## config.mk

```make
export PLATFORM = sky130hd
export DESIGN_NAME = irq_level_arbiter
export DESIGN_NICKNAME = d
export VERILOG_FILES = /design/src/rtl/irq_arb_pkg.sv /design/src/rtl/irq_prio_regs.sv /design/src/rtl/irq_level_select.sv /design/src/rtl/irq_master_ctl.sv /design/src/rtl/irq_level_arbiter.sv
export SDC_FILE = /design/constraint.sdc
export NUM_CORES = 1
export LEC_CHECK = 0
export BUFFER_PORTS_ARGS = -buffer_cell sky130_fd_sc_hd__buf_2
export CORE_ASPECT_RATIO = 1.1
export CORE_MARGIN = 2
export CORE_UTILIZATION = 50
export CTS_CLUSTER_DIAMETER = 30
export DETAILED_ROUTE_END_ITERATION = 10
export GPL_ROUTABILITY_DRIVEN = 0
export PLACE_DENSITY_LB_ADDON = 0.2
export SYNTH_ARGS = -nofsm -noshare
export SYNTH_HDL_FRONTEND = slang
export SYNTH_HIERARCHICAL = 1
export SYNTH_SLANG_ARGS = --single-unit
```

## constraint.sdc

```tcl
create_clock -name clk_i -period 41.7 [get_ports clk_i]
set_input_delay 4.17 -clock clk_i [delete_from_list [all_inputs] [get_ports clk_i]]
set_output_delay 4.17 -clock clk_i [all_outputs]
set_load 0.03 [all_outputs]
```

## src/rtl/irq_arb_pkg.sv

```systemverilog
package irq_arb_pkg;
    localparam int LVL_W = 2;
    typedef logic [LVL_W-1:0] lvl_t;
endpackage

```

## src/rtl/irq_prio_regs.sv

```systemverilog
module irq_prio_regs
    import irq_arb_pkg::*;
#(
    parameter int          NUM_SRC   = 22,
    parameter int          ADDR_W    = 12,
    parameter int          DATA_W    = 8,
    parameter int unsigned BASE_ADDR = 32'h0000_0FF0
) (
    input  logic                     clk_i,
    input  logic                     rst_ni,
    input  logic [ADDR_W-1:0]        addr_i,
    input  logic [DATA_W-1:0]        wdata_i,
    input  logic                     we_i,
    output logic [DATA_W-1:0]        rdata_o,
    output lvl_t [NUM_SRC-1:0]       lvl_o
);
    localparam int SLOTS   = DATA_W / LVL_W;
    localparam int NUM_REG = (NUM_SRC + SLOTS - 1) / SLOTS;

    typedef struct packed {
        lvl_t [NUM_SRC-1:0] lvl;
    } regs_t;

    regs_t             st_d, st_q;
    logic [ADDR_W-1:0] off;
    logic              hit;

    always_comb begin
        off     = addr_i - ADDR_W'(BASE_ADDR);
        hit     = (addr_i >= ADDR_W'(BASE_ADDR)) && (off < ADDR_W'(NUM_REG));
        st_d    = st_q;
        rdata_o = '0;
        for (int s = 0; s < NUM_SRC; s++) begin
            if (hit && (off == ADDR_W'(s / SLOTS))) begin
                rdata_o[(s % SLOTS)*LVL_W +: LVL_W] = st_q.lvl[s];
                if (we_i) begin
                    st_d.lvl[s] = wdata_i[(s % SLOTS)*LVL_W +: LVL_W];
                end
            end
        end
    end

    always_ff @(posedge clk_i or negedge rst_ni) begin
        if (!rst_ni) begin
            st_q <= '0;
        end else begin
            st_q <= st_d;
        end
    end

    assign lvl_o = st_q.lvl;
endmodule

```

## src/rtl/irq_level_select.sv

```systemverilog
module irq_level_select
    import irq_arb_pkg::*;
#(
    parameter int NUM_SRC = 22,
    parameter int IDX_W   = $clog2(NUM_SRC)
) (
    input  logic [NUM_SRC-1:0] req_i,
    input  lvl_t [NUM_SRC-1:0] lvl_i,
    output logic               found_o,
    output logic [IDX_W-1:0]   idx_o
);
    lvl_t best_lvl;

    // Ascending scan; ">=" lets a later (higher-numbered) source take a tie.
    always_comb begin
        found_o  = 1'b0;
        idx_o    = '0;
        best_lvl = '0;
        for (int i = 0; i < NUM_SRC; i++) begin
            if (req_i[i] && (!found_o || (lvl_i[i] >= best_lvl))) begin
                found_o  = 1'b1;
                idx_o    = IDX_W'(i);
                best_lvl = lvl_i[i];
            end
        end
    end
endmodule

```

## src/rtl/irq_master_ctl.sv

```systemverilog
module irq_master_ctl (
    input  logic clk_i,
    input  logic rst_ni,
    input  logic set_i,
    input  logic clr_i,
    input  logic ack_i,
    output logic en_o
);
    typedef struct packed {
        logic en;
    } mst_t;

    mst_t st_d, st_q;

    always_comb begin
        st_d = st_q;
        if (ack_i || clr_i) begin
            st_d.en = 1'b0;
        end else if (set_i) begin
            st_d.en = 1'b1;
        end
    end

    always_ff @(posedge clk_i or negedge rst_ni) begin
        if (!rst_ni) begin
            st_q <= '0;
        end else begin
            st_q <= st_d;
        end
    end

    assign en_o = st_q.en;
endmodule

```

## src/rtl/irq_level_arbiter.sv

```systemverilog
module irq_level_arbiter
    import irq_arb_pkg::*;
#(
    parameter int          NUM_SRC   = 22,
    parameter int          FIRST_SRC = 4,
    parameter int          ADDR_W    = 12,
    parameter int          DATA_W    = 8,
    parameter int unsigned BASE_ADDR = 32'h0000_0FF0,
    parameter int          ID_W      = $clog2(FIRST_SRC + NUM_SRC)
) (
    input  logic               clk_i,
    input  logic               rst_ni,
    input  logic [ADDR_W-1:0]  reg_addr_i,
    input  logic [DATA_W-1:0]  reg_wdata_i,
    input  logic               reg_we_i,
    output logic [DATA_W-1:0]  reg_rdata_o,
    input  logic [NUM_SRC-1:0] pend_i,
    input  logic [NUM_SRC-1:0] src_en_i,
    input  logic               mst_set_i,
    input  logic               mst_clr_i,
    input  logic               ack_i,
    output logic               irq_valid_o,
    output logic [ID_W-1:0]    irq_id_o,
    output logic               mst_en_o
);
    localparam int IDX_W = $clog2(NUM_SRC);

    lvl_t [NUM_SRC-1:0] lvl;
    logic [NUM_SRC-1:0] req;
    logic               found;
    logic [IDX_W-1:0]   win_idx;

    irq_prio_regs #(
        .NUM_SRC  (NUM_SRC),
        .ADDR_W   (ADDR_W),
        .DATA_W   (DATA_W),
        .BASE_ADDR(BASE_ADDR)
    ) u_regs (
        .clk_i  (clk_i),
        .rst_ni (rst_ni),
        .addr_i (reg_addr_i),
        .wdata_i(reg_wdata_i),
        .we_i   (reg_we_i),
        .rdata_o(reg_rdata_o),
        .lvl_o  (lvl)
    );

    assign req = pend_i & src_en_i;

    irq_level_select #(
        .NUM_SRC(NUM_SRC),
        .IDX_W  (IDX_W)
    ) u_sel (
        .req_i  (req),
        .lvl_i  (lvl),
        .found_o(found),
        .idx_o  (win_idx)
    );

    irq_master_ctl u_mst (
        .clk_i (clk_i),
        .rst_ni(rst_ni),
        .set_i (mst_set_i),
        .clr_i (mst_clr_i),
        .ack_i (ack_i),
        .en_o  (mst_en_o)
    );

    always_comb begin
        irq_valid_o = found && mst_en_o;
        irq_id_o    = irq_valid_o ? (ID_W'(win_idx) + ID_W'(FIRST_SRC)) : '0;
    end
endmodule

```

## After elaboration in Yosys (flattened, before gate mapping)

Index checks and enable logic that the tools add are counted.
Widths: inputs -> output; s select.

- $add $sub $neg: 2
- Magnitude comparators: 23
- Equality and inequality tests: 5
- Muxes and demuxes: 89
- Bitwise logic cells: 1
- Reductions and logical operators: 80

Operators by type and width:

| operator | number |
|---|---|
| $mux 2 | 45 |
| $ge 2x2->1 | 21 |
| $mux 5 | 7 |
| $mux 4 | 8 |
| $logic_and 1x1->1 | 29 |
| $mux 1 | 25 |
| $eq 12x2->1 const B | 2 |
| $eq 12x3->1 const B | 2 |
| $and 22x22->22 | 1 |
| $logic_or 1x1->1 | 22 |
| $logic_not 1->1 | 21 |
| $eq 12x1->1 const B | 1 |
| $ge 12x12->1 const B | 1 |
| $logic_not 12->1 | 1 |
| $lt 12x3->1 const B | 1 |
| $mux 3 | 4 |
| $reduce_and 2->1 | 6 |
| $sub 12x12->12 const B | 1 |
| $add 5x3->5 const B | 1 |
| $reduce_bool 2->1 | 1 |

- Bits in registers: 45
- Input bits: 70
- Output and inout port bits: 15
- Logic and storage cells: 223

## Depth between registers and ports, before layout

Gate-level depths: netlist of run 1.

- Depth in word-level cells: 88
- Mapped depth: 150

## Cells and area by module

Netlist of run 1, hierarchy kept.

Modules (own cells, without submodules):

| module | times used | cells each | area an instance (um^2) |
|---|---|---|---|
| irq_level_select | 1 | 334 | 2207.1 |
| irq_prio_regs | 1 | 160 | 2204.6 |
| irq_level_arbiter | 1 | 31 | 196.4 |
| irq_master_ctl | 1 | 3 | 38.8 |

## Least setup slack after synthesis of run 1

Ideal clock, no wire load.

- Kind: input port to output port
- From: input pend_i[0]
- To: output irq_id_o[4]
- Data arrival time: 30746 ps
- Data required time: 37530 ps
- Slack: 6784 ps
- Cell stages on the path: 144
- Buffers on the path: 0
- Cells stage by stage: and2_1 and2_1 ha_1 nand2b_1 a22oi_1 mux2_2 ha_1 nand2b_1 o311ai_0 a211o_1 o21a_1 ha_1 nand2b_1 nor2_1 o221ai_1 nand2_1 o211ai_1 o21ai_0 [... 108 more ...] o211ai_1 o21ai_0 o22ai_1 ha_1 nand2b_1 a21o_1 o21ai_0 inv_1 a21oi_1 o31ai_2 ha_1 nand2b_1 a211o_1 a21oi_1 o21ai_0 ha_1 xnor2_1 nor2_1

- Word-level cells in the longest chain between the ends: 88

RTL lines:

| what | RTL line | text |
|---|---|---|
| start: declaration | irq_level_arbiter.sv:17 | `input logic [NUM_SRC-1:0] pend_i,` |
| $and 22x22->22 * | irq_level_arbiter.sv:48 | `assign req = pend_i & src_en_i;` |
| $mux 2 or $mux 1 (tied branches) | irq_level_select.sv:20 | `if (req_i[i] && (!found_o \|\| (lvl_i[i] >= best_lvl))) begin` |
| $ge 2x2->1 or $logic_not 1->1 (tied branches) | irq_level_select.sv:20 |  |
| $logic_or 1x1->1 | irq_level_select.sv:20 |  |
| $logic_and 1x1->1 | irq_level_select.sv:20 |  |
| $mux 2 or $mux 1 (tied branches) | irq_level_select.sv:20 |  |
| $ge 2x2->1 or $logic_not 1->1 (tied branches) | irq_level_select.sv:20 |  |
| $logic_or 1x1->1 | irq_level_select.sv:20 |  |
| [... 73 more ...] | n/a |  |
| $mux 2 or $mux 1 (tied branches) | irq_level_select.sv:20 |  |
| $ge 2x2->1 or $logic_not 1->1 (tied branches) | irq_level_select.sv:20 |  |
| $logic_or 1x1->1 | irq_level_select.sv:20 |  |
| $logic_and 1x1->1 | irq_level_select.sv:20 |  |
| $mux 5 * | irq_level_select.sv:20 |  |
| named net win_idx[2] | irq_level_arbiter.sv:31 | `logic [IDX_W-1:0] win_idx;` |
| $add 5x3->5 * | irq_level_arbiter.sv:71 | `irq_id_o = irq_valid_o ? (ID_W'(win_idx) + ID_W'(FIRST_SRC)) : '0;` |
| $mux 5 * | irq_level_arbiter.sv:71 |  |
| end: declaration | irq_level_arbiter.sv:23 | `output logic [ID_W-1:0] irq_id_o,` |

Mark *: on every way through the listed nets, which the timed path passes. The rest lies on a longest branch.

## Worst setup path in the final report of run 1

- From: input pend_i[0]
- To: output irq_id_o[3]

- Word-level cells in the longest chain between the ends: 88

RTL lines:

| what | RTL line | text |
|---|---|---|
| $and 22x22->22 * | irq_level_arbiter.sv:48 |  |
| named net req[0] | irq_level_arbiter.sv:29 | `logic [NUM_SRC-1:0] req;` |
| $mux 2 or $mux 1 (tied branches) | irq_level_select.sv:20 |  |
| $ge 2x2->1 or $logic_not 1->1 (tied branches) | irq_level_select.sv:20 |  |
| $logic_or 1x1->1 | irq_level_select.sv:20 |  |
| $logic_and 1x1->1 | irq_level_select.sv:20 |  |
| $mux 2 or $mux 1 (tied branches) | irq_level_select.sv:20 |  |
| $ge 2x2->1 or $logic_not 1->1 (tied branches) | irq_level_select.sv:20 |  |
| [... 74 more ...] | n/a |  |
| $mux 2 or $mux 1 (tied branches) | irq_level_select.sv:20 |  |
| $ge 2x2->1 or $logic_not 1->1 (tied branches) | irq_level_select.sv:20 |  |
| $logic_or 1x1->1 | irq_level_select.sv:20 |  |
| $logic_and 1x1->1 | irq_level_select.sv:20 |  |
| $mux 5 * | irq_level_select.sv:20 |  |
| named net win_idx[2] | irq_level_arbiter.sv:31 |  |
| $add 5x3->5 * | irq_level_arbiter.sv:71 |  |
| $mux 5 * | irq_level_arbiter.sv:71 |  |

Marked as above.

==> results of run 1 <==
-- routing by layer --
layer  global-route usage, %  vias up  wire length (um)  part of all wire, %
met1                    36.7     2103              5860                   47
met5                       0        -                 0                    0
li1                        -     2152                 -                    -
met3                    2.38       20               523                  4.2
met2                    39.8      138              5840                   47
met4                    6.33        0               234                  1.9
-- worst paths after layout --
path / start / to / slack [ns] / cells after the start
max in group asynchronous: rst_ni / u_regs/lvl_o[0] / 37.07 / 1
max: pend_i[0] / irq_id_o[3] / 2.83 / 146
min in group asynchronous: rst_ni / u_regs/lvl_o[42] / 4.02 / 1
max reg2reg: u_regs/lvl_o[11] / u_regs/lvl_o[11] / 40.78 / 1
min reg2reg: u_regs/lvl_o[14] / u_regs/lvl_o[14] / 0.56 / 1
min: u_regs/lvl_o[14] / u_regs/lvl_o[14] / 0.56 / 1
-- synth_stat cells, drive strengths merged (10+ instances only) --
cell type / number / share of area, %
nor3: 15 / 1.7
mux2: 54 / 14
o21ai: 24 / 2.6
dfrtp: 45 / 24
nand2: 32 / 2.6
a21boi: 10 / 1.7
inv: 41 / 3.3
nor2: 35 / 3.2
a21oi: 19 / 2.2
ha: 25 / 6.7
and2: 32 / 4.4
nand3: 17 / 1.8
nand2b: 21 / 2.8
-- worst max-delay path: cells and delay by family --
| family | cells | cell delay (ns) |
|---|---|---|
| AO/OA/AOI/OAI | 67 | 14.73 |
| adder cells (fa/ha/maj) | 25 | 6.94 |
| buffers and inverters | 5 | 0.60 |
| multiplexers | 4 | 1.15 |
| AND/OR/NAND/NOR | 45 | 7.11 |
-- cell families after synthesis --
logic type,share of synthesized area (%)
AOI/OAI and AO/OA,22.2
buffers and inverters,4.95
muxes,16.2
and+or+nand+nor,24.7
DFF,24.2
adders and majority gates,7.59
xor gates and xnor gates,0.189
-- power breakdown --
group / total, W / internal [W] / leakage (nW) / switching (W)
combinational: 0.0000316 / 0.0000135 / 1.71 / 0.0000181
clock: 0.0000285 / 0.0000134 / 0.0512 / 0.0000151
sequential: 0.0000442 / 0.0000438 / 0.628 / 0.000000364
-- registers in the layout (all words and copies together), names as in the netlist --
name and cells:
u_mst/en_o 1, u_regs/lvl_o 44
-- per-stage QoR --
step / setup slack [ns] / instance area, um^2 / util, %
after CTS: 3.01 / 5230 / 58.3
after floorplan: 6.78 / 4650 / -
after global routing: 0.160 / 5240 / 58.4
after detailed placement: 3.15 / 5130 / 57.3
final: 2.83 / 5240 / 58.4
after global placement: 3.89 / 5130 / 57.3
-- final cells by class --
cell class | count | area, um^2
repair buffers | 84 | 420
multi-input cells | 432 | 3300
flip-flops and latches | 45 | 1130
clock buffers | 6 | 82.6
fillers | 806 | 3730
clock inverters | 2 | 13.8
well taps | 114 | 143
inverters | 41 | 154
==> impl_metrics.py, run 1 <==
metrics = {
    "status": {
        "run_status": "complete, no violations",
    },
    "logic_synthesis": {
        "ys_dominant_reg_cell": "sky130_fd_sc_hd__dfrtp_1",
        "synth_cells": 528,
        "yosysWarnings": 6,
        "postSynth.asyncResetShare_pct": 100,
        "synth_fp_nets": 623,
        "synth_seq_area_share_pct": 24.2,
        "synth-edff-count": 0,
        "post_synth_instance_area_mm2": 0.00465,
        "synthDistinctLibCells": 83,
        "synth.ff_latch_count": 45,
        "postSynthAreaPerCell_um2": 8.80,
    },
    "global_route": {
        "grt_start_max_net_pins": 46,
        "groute.usage.overall_pct": 25.1,
        "first_global_vias": 4170,
        "global_route_wire_length_before_repair_mm": 20.2,
        "antenna_violations_before_repair": 0,
        "grt-ovfl-total": 0,
    },
    "detailed_routing": {
        "route.vias.total": 4413,
        "detailed_route_wire_length_mm": 12.5,
        "detailedRoute.firstPassIterationCount": 5,
        "remaining_drc_errors": 0,
        "wl_per_cell_um": 17.2,
        "viasPerCell": 6.10,
        "ant_nets": 0,
        "initialDrtViolationCount": 231,
    },
    "sta": {
        "max_slew.worst_pin.slew_ns": 1.03,
        "max_slew_violation_count": 0,
        "fin_crit_sh_pct": 93.2,
        "fin_skew_ns": 0,
        "grt_setup_unrepaired": "no",
        "slew-limit-headroom_pct": 31.1,
        "timing.final.setup_violations": 0,
        "setup_tns_ns": 0,
        "final_period_minus_worst_setup_slack_ns": 38.87,
        "fmax_ghz": 0.0257,
        "final-hold-violation-count": 0,
        "hold_slack_ns": 0.557,
    },
    "place": {
        "place.detailed.instances": 716,
        "dp_hpwl_mm": 10.1,
        "port_buffers": 84,
    },
    "critical_path": {
        "critical_path.startpoint_type": "input port",
        "arrival_ns": 34.70,
        "critical_path.slowest_cell": "sky130_fd_sc_hd__a221oi_1",
        "timing.critical_path.mode_cell": "sky130_fd_sc_hd__ha_1",
        "critPathMaxFanout": 9,
        "worst-endpoint-required_ns": 37.53,
        "critical_path.max_stage_delay_ns": 0.57,
        "critical_path_sink_type": "primary output",
        "setup.worst_path.class": "in2out",
    },
    "pwr": {
        "vdd_drop_max_mv": 0.0252,
        "power_leakage_nw": 2.39,
        "power_density_mw_per_mm2": 19.9,
        "post-layout-total-power_w": 0.000104,
    },
    "clock_tree": {
        "clk_transition_reported_paths_ns": 0.09,
        "cts_made_buffers": 5,
        "tritoncts": "built",
        "cts_max_level": 2,
        "count_of_instances_resized_after_the_clock_tree_is_built": 0,
        "worstSkewPairLatency_ns": 0.30,
        "clockRootBuffer": "sky130_fd_sc_hd__clkbuf_8",
        "post-cts-setup-buffers": 0,
        "cts_hold_buffers": 0,
        "cts.sink_count": 45,
        "clock_tree.buffer_depth": 2,
    },
    "die": {
        "core.rowCount": 36,
        "height_of_the_die_um": 105,
        "floorplan.die_area_mm2": 0.0101,
        "die_x_um": 95.9,
        "starting_density_of_the_core_pct": 51.8,
        "boundaryPins": 85,
        "floorplan.core_area_mm2": 0.00896,
    },
    "cells_and_area": {
        "finalNonFillerCells": 724,
        "final_layout_size_suffix_gt1_share_pct": 29.2,
        "final_nets": 704,
        "n_antenna_cell": 0,
        "layout.cells.most_common": "sky130_fd_sc_hd__buf_2",
        "final_cell_mix": "sky130_fd_sc_hd__buf_2, sky130_fd_sc_hd__dfrtp_1, sky130_fd_sc_hd__mux2_2",
        "syn_to_final_growth_pct": 12.7,
    },
    "job": {
        "maxCapViolCount": 0,
    },
    "worst_hold_path": {
        "hold_class": "reg2reg",
    },
}
Power figures use the tool's default switching activity.
==> run 2: changes to the inputs <==
==> constraint.sdc (replaced) <==
create_clock -name clk_i -period 35.9 [get_ports clk_i]
set_input_delay 3.59 -clock clk_i [delete_from_list [all_inputs] [get_ports clk_i]]
set_output_delay 3.59 -clock clk_i [all_outputs]
set_load 0.03 [all_outputs]
==> run 2 against run 1 <==
Compared with the run above:
- worst setup slack got worse by 1.6 ns
- power rose by 30%
- die area did not move
- worst hold slack got worse by 0.0022 ns
- first-iteration DRC count rose by 14%
- clock power rose by 37%
- clock skew did not move
- largest power group unchanged
- flip-flop and latch count did not move
- register-to-register slack got worse by 5.8 ns
- critical path depth rose by 3
- via count rose by 5.2%
- global-route usage rose by 0.62 points
==> impl_metrics.py, run 2 (synthesis gave the netlist of run 1 again) <==
metrics = {
    "die": {
        "die_x_um": 95.9,
        "height_of_the_die_um": 105,
        "floorplan.core_area_mm2": 0.00896,
        "boundaryPins": 85,
        "starting_density_of_the_core_pct": 51.8,
        "core.rowCount": 36,
        "floorplan.die_area_mm2": 0.0101,
    },
    "status": {
        "run_status": "complete, no violations",
    },
    "worst_hold_path": {
        "worstHoldStart": "u_regs/lvl_o[42]",
        "hold_class": "reg2reg",
        "holdPathEnd": "u_regs/lvl_o[42]",
        "min_path_cells": 1,
    },
    "critical_path": {
        "setup.worst_path.class": "in2out",
        "critical_path.slowest_cell": "sky130_fd_sc_hd__or3_4",
        "critPathMaxFanout": 9,
        "critical_path_sink_type": "primary output",
        "critical_path.max_stage_delay_ns": 0.45,
        "worst-r2r-cell-count": 1,
        "timing.critical_path.mode_cell": "sky130_fd_sc_hd__ha_1",
        "worst-endpoint-required_ns": 32.31,
        "rr_startpoint": "u_regs/lvl_o[11]",
        "critical_path.startpoint_type": "input port",
        "arrival_ns": 31.09,
        "regToRegSetupSlack_ns": 34.98,
        "regToRegEndpoint": "u_regs/lvl_o[11]",
    },
    "detailed_routing": {
        "route.vias.total": 4642,
        "maxUsedRoutingLayer": "met4",
        "ant_nets": 0,
        "routed-wl-met3_um": 839,
        "detailed_route_wire_length_mm": 13.6,
        "wl_per_cell_um": 18.1,
        "initialDrtViolationCount": 264,
        "routed_wl_met2_mm": 6.67,
        "remaining_drc_errors": 0,
        "viasPerCell": 6.15,
        "detailedRoute.firstPassIterationCount": 5,
        "route.layer.met1.wl_mm": 5.93,
    },
    "clock_tree": {
        "cts.sink_count": 45,
        "worstSkewPairLatency_ns": 0.30,
        "cts_made_buffers": 5,
        "cts_max_level": 2,
        "clock_tree.buffer_depth": 2,
        "clockRootBuffer": "sky130_fd_sc_hd__clkbuf_8",
        "cts_hold_buffers": 0,
        "clk_transition_reported_paths_ns": 0.08,
        "tritoncts": "built",
    },
    "sta": {
        "max_slew.worst_pin.slew_ns": 1.10,
        "slew-limit-headroom_pct": 24.6,
        "timing.final.setup_violations": 0,
        "final_period_minus_worst_setup_slack_ns": 34.68,
        "fin_crit_sh_pct": 96.6,
        "timing.final.ws_setup_ns": 1.22,
        "fmax_ghz": 0.0288,
        "max_slew_violation_count": 0,
        "final-hold-violation-count": 0,
        "fin_skew_ns": 0,
    },
    "cells_and_area": {
        "largest_reg_flops": 44,
        "layout.cells.most_common": "sky130_fd_sc_hd__buf_2",
        "final_layout_size_suffix_gt1_share_pct": 38.5,
        "syn_to_final_growth_pct": 22.5,
        "final_cell_mix": "sky130_fd_sc_hd__buf_2, sky130_fd_sc_hd__dfrtp_1, sky130_fd_sc_hd__mux2_2",
        "fillers": 795,
        "n_antenna_cell": 0,
        "final_nets": 735,
    },
    "pwr": {
        "vdd_drop_max_mv": 0.0225,
        "power_density_mw_per_mm2": 23.8,
        "power_leakage_nw": 2.60,
        "post-layout-total-power_w": 0.000136,
    },
    "job": {
        "maxCapViolCount": 0,
    },
    "global_route": {
        "antenna_violations_before_repair": 0,
        "groute.usage.overall_pct": 25.8,
        "global_route_wire_length_before_repair_mm": 20.8,
        "grt_start_max_net_pins": 46,
        "first_global_vias": 4313,
        "grt-ovfl-total": 0,
    },
    "place": {
        "place_ws_ns": -0.0582,
        "port_buffers": 84,
        "dp_hpwl_mm": 10.3,
    },
}
run 2: through the flow:
step | instances | TNS [ns] | cell area (um^2) | utilization, % | hold WS, ns
after detailed placement | 721 | -0.0582 | 5170 | 57.7 | 0.538
after floorplan | 528 | 0 | 4650 | - | 0.491
after CTS | 731 | 0 | 5320 | 59.4 | 0.557
after global placement | 721 | 0 | 5170 | 57.7 | 0.533
final | 755 | 0 | 5690 | 63.5 | 0.555
after global routing | 755 | -0.556 | 5690 | 63.5 | 0.573
run 2: critical path: cells and delay by family:
family / cells / cell delay, ns
mux: 4 / 1.34
fa+ha+maj: 25 / 7.10
simple gates: 48 / 7.26
compound gates: 65 / 10.86
buf+inv: 7 / 0.95
run 2: final cells by class:
type	count	area (um^2)	share of cell area (%)
clock buffer	7	86.3	1.52
clock inverter	1	30.0	0.527
inverter	41	154	2.70
multi-input combinational	432	3500	61.5
sequential	45	1130	19.8
tap	114	143	2.50
timing repair buffer	115	653	11.5
run 2: worst max-delay path by stage:
stage                    from          end  slack (ns)  cells past startpoint
floorplan           pend_i[0]  irq_id_o[4]        2.14                    144
global placement    pend_i[0]  irq_id_o[3]        0.65                    147
detailed placement  pend_i[0]  irq_id_o[3]       -0.06                    147
CTS                 pend_i[0]  irq_id_o[3]        0.07                    148
global route        pend_i[0]  irq_id_o[3]       -0.27                    149
finish              pend_i[0]  irq_id_o[3]        1.22                    149
run 2: layer usage:
layer,track usage [%],vias to the layer above
met4,6.12,0
met5,0,-
met1,35.9,2215
met2,42.6,192
met3,2.74,23
li1,-,2212
run 2: report_power, final:
group	total, W	switching, W	internal, W
Sequential	0.0000513	0.000000434	0.0000509
Clock	0.0000390	0.0000163	0.0000227
Combinational	0.0000454	0.0000246	0.0000208
Total	0.000136	0.0000413	0.0000944
run 2: what timing repair did:
action / in CTS / in global routing
gates cloned: 0 / 0
resized for setup: 5 / 51
buffers inserted: 2 / 24
setup endpoints to repair: 2 / 5
pin swaps: 1 / 22
==> run 3: changes to the inputs <==
--- a/config.mk
+++ b/config.mk
@@ -12,6 +12,7 @@
 export CTS_CLUSTER_DIAMETER = 30
 export DETAILED_ROUTE_END_ITERATION = 10
 export GPL_ROUTABILITY_DRIVEN = 0
+export GPL_TIMING_DRIVEN = 0
 export PLACE_DENSITY_LB_ADDON = 0.2
 export SYNTH_ARGS = -nofsm -noshare
 export SYNTH_HDL_FRONTEND = slang
==> run 3 against run 2 <==
Compared with the run above:
- sequential share of layout area is 0.14 points higher
- flip-flop and latch count stayed put
- first-iteration DRC count is 4.9% lower
- register-to-register slack hardly changed
- worst hold slack better by 0.0097 ns
- power is 7.1% lower
- critical path type unchanged
- maximum frequency hardly changed
==> impl_metrics.py, run 3 (synthesis gave the netlist of run 1 again) <==
metrics = {
    "pwr": {
        "power_leakage_nw": 2.59,
        "power_density_mw_per_mm2": 22.3,
        "vdd_drop_max_mv": 0.0161,
    },
    "clock_tree": {
        "cts_made_buffers": 5,
        "clk_transition_reported_paths_ns": 0.07,
        "cts.sink_count": 45,
        "clock_tree.buffer_depth": 2,
        "cts_max_level": 2,
        "clockRootBuffer": "sky130_fd_sc_hd__clkbuf_8",
        "worstSkewPairLatency_ns": 0.28,
        "tritoncts": "built",
    },
    "place": {
        "postPlaceCellArea_mm2": 0.00520,
        "port_buffers": 82,
        "dp_hpwl_mm": 10.1,
    },
    "die": {
        "starting_density_of_the_core_pct": 51.8,
        "floorplan.die_area_mm2": 0.0101,
        "core.rowCount": 36,
        "height_of_the_die_um": 105,
        "boundaryPins": 85,
        "die_x_um": 95.9,
        "floorplan.core_area_mm2": 0.00896,
    },
    "critical_path": {
        "critical_path.startpoint_type": "input port",
        "worst-endpoint-required_ns": 32.31,
        "critPathMaxFanout": 9,
        "critical_path_sink_type": "primary output",
        "critical_path.slowest_cell": "sky130_fd_sc_hd__maj3_1",
        "critical_path.max_stage_delay_ns": 0.40,
        "arrival_ns": 31.10,
        "timing.critical_path.mode_cell": "sky130_fd_sc_hd__ha_1",
        "setup.worst_path.class": "in2out",
    },
    "sta": {
        "fin_crit_sh_pct": 96.6,
        "setup_tns_ns": 0,
        "fin_skew_ns": 0,
        "max_slew.worst_pin.slew_ns": 1.09,
        "final-hold-violation-count": 0,
        "max_slew_violation_count": 0,
        "final_period_minus_worst_setup_slack_ns": 34.69,
        "hold_slack_ns": 0.564,
        "slew-limit-headroom_pct": 27.6,
        "timing.final.setup_violations": 0,
        "fmax_ghz": 0.0288,
    },
    "global_route": {
        "groute.usage.overall_pct": 25.3,
        "antenna_violations_before_repair": 0,
        "grt_start_max_net_pins": 46,
        "grt-ovfl-total": 0,
        "global_route_wire_length_before_repair_mm": 20.4,
        "first_global_vias": 4218,
    },
    "cells_and_area": {
        "fillers": 800,
        "final_cell_mix": "sky130_fd_sc_hd__buf_2, sky130_fd_sc_hd__dfrtp_1, sky130_fd_sc_hd__mux2_2",
        "largest_reg_flops": 44,
        "layout.cells.most_common": "sky130_fd_sc_hd__buf_2",
        "finish.utilization_pct": 63.1,
        "ff_latch_area_mm2": 0.00113,
        "multi_input_gate_area_mm2": 0.00346,
        "syn_to_final_growth_pct": 21.6,
        "n_antenna_cell": 0,
        "final_layout_size_suffix_gt1_share_pct": 37.0,
        "final_nets": 738,
        "finish.instance_area_mm2": 0.00565,
    },
    "detailed_routing": {
        "initialDrtViolationCount": 251,
        "routed_wl_met2_mm": 6.57,
        "ant_nets": 0,
        "route.vias.total": 4624,
        "remaining_drc_errors": 0,
        "route.layer.met1.wl_mm": 6.01,
        "viasPerCell": 6.11,
        "detailedRoute.firstPassIterationCount": 5,
        "maxUsedRoutingLayer": "met4",
        "detailed_route_wire_length_mm": 13.4,
        "routed-wl-met3_um": 643,
        "wl_per_cell_um": 17.6,
    },
    "status": {
        "run_status": "complete, no violations",
    },
    "worst_hold_path": {
        "hold_class": "reg2reg",
    },
    "job": {
        "maxCapViolCount": 0,
    },
}
[run 3: changes by cell type in the layout (fill, tap and decap cells not counted), sizes merged]
cell / delta
buf: +2
bufinv: -1
clkbuf: +1
[run 3: cell type report]
| type | count | area share [%] |
|---|---|---|
| Sequential cell | 45 | 19.9 |
| Clock buffer | 7 | 1.53 |
| Timing Repair Buffer | 108 | 10.7 |
| Multi-Input combinational cell | 432 | 61.2 |
| Buffer | 10 | 1.35 |
| Inverter | 41 | 2.72 |
| Tap cell | 114 | 2.52 |
[run 3: power by group]
group / internal (W) / leakage, nW / switching [W]
registers: 0.0000509 / 0.628 / 0.000000445
logic: 0.0000200 / 1.92 / 0.0000241
clock network: 0.0000153 / 0.0443 / 0.0000154
[run 3: timing repair]
| item | 4_1_cts | 5_1_grt |
|---|---|---|
| gates resized for setup | 9 | 39 |
| pin swaps | 1 | 21 |
| endpoints found under the hold margin | 0 | 0 |
| hold buffers | 0 | 0 |
| setup buffers | 2 | 24 |
| setup endpoints to repair | 5 | 5 |
[run 3: worst paths after layout]
check,from,to,slack [ns],cells past startpoint
max,pend_i[0],irq_id_o[3],1.21,147
min,u_regs/lvl_o[14],u_regs/lvl_o[14],0.56,1
max reg2reg,u_regs/lvl_o[11],u_regs/lvl_o[11],34.99,1
min reg2reg,u_regs/lvl_o[14],u_regs/lvl_o[14],0.56,1
max in group asynchronous,rst_ni,u_regs/lvl_o[4],31.84,1
min in group asynchronous,rst_ni,u_regs/lvl_o[42],3.46,1
[run 3: critical path: cells and delay by family]
family                     cells  cell delay [ns]
adders and majority gates     25             7.00
AOI/OAI and AO/OA             68            12.38
buffers and inverters          6             0.70
muxes                          4             1.04
and+or+nand+nor               44             6.38
[run 3: stage by stage]
step	setup WS (ns)	total power, W	cells
floorplan	2.14	0.0000774	528
finish	1.21	0.000126	757
global route	-0.467	0.000133	757
global placement	-0.845	0.0000879	724
CTS	0.0761	0.000120	733
detailed placement	-1.27	0.0000889	724
[run 3: routing by layer]
metal,global-route usage (%),up-vias
met3,1.87,16
met2,41.8,196
li1,-,2218
met5,0,-
met1,36.6,2194
met4,3.98,0
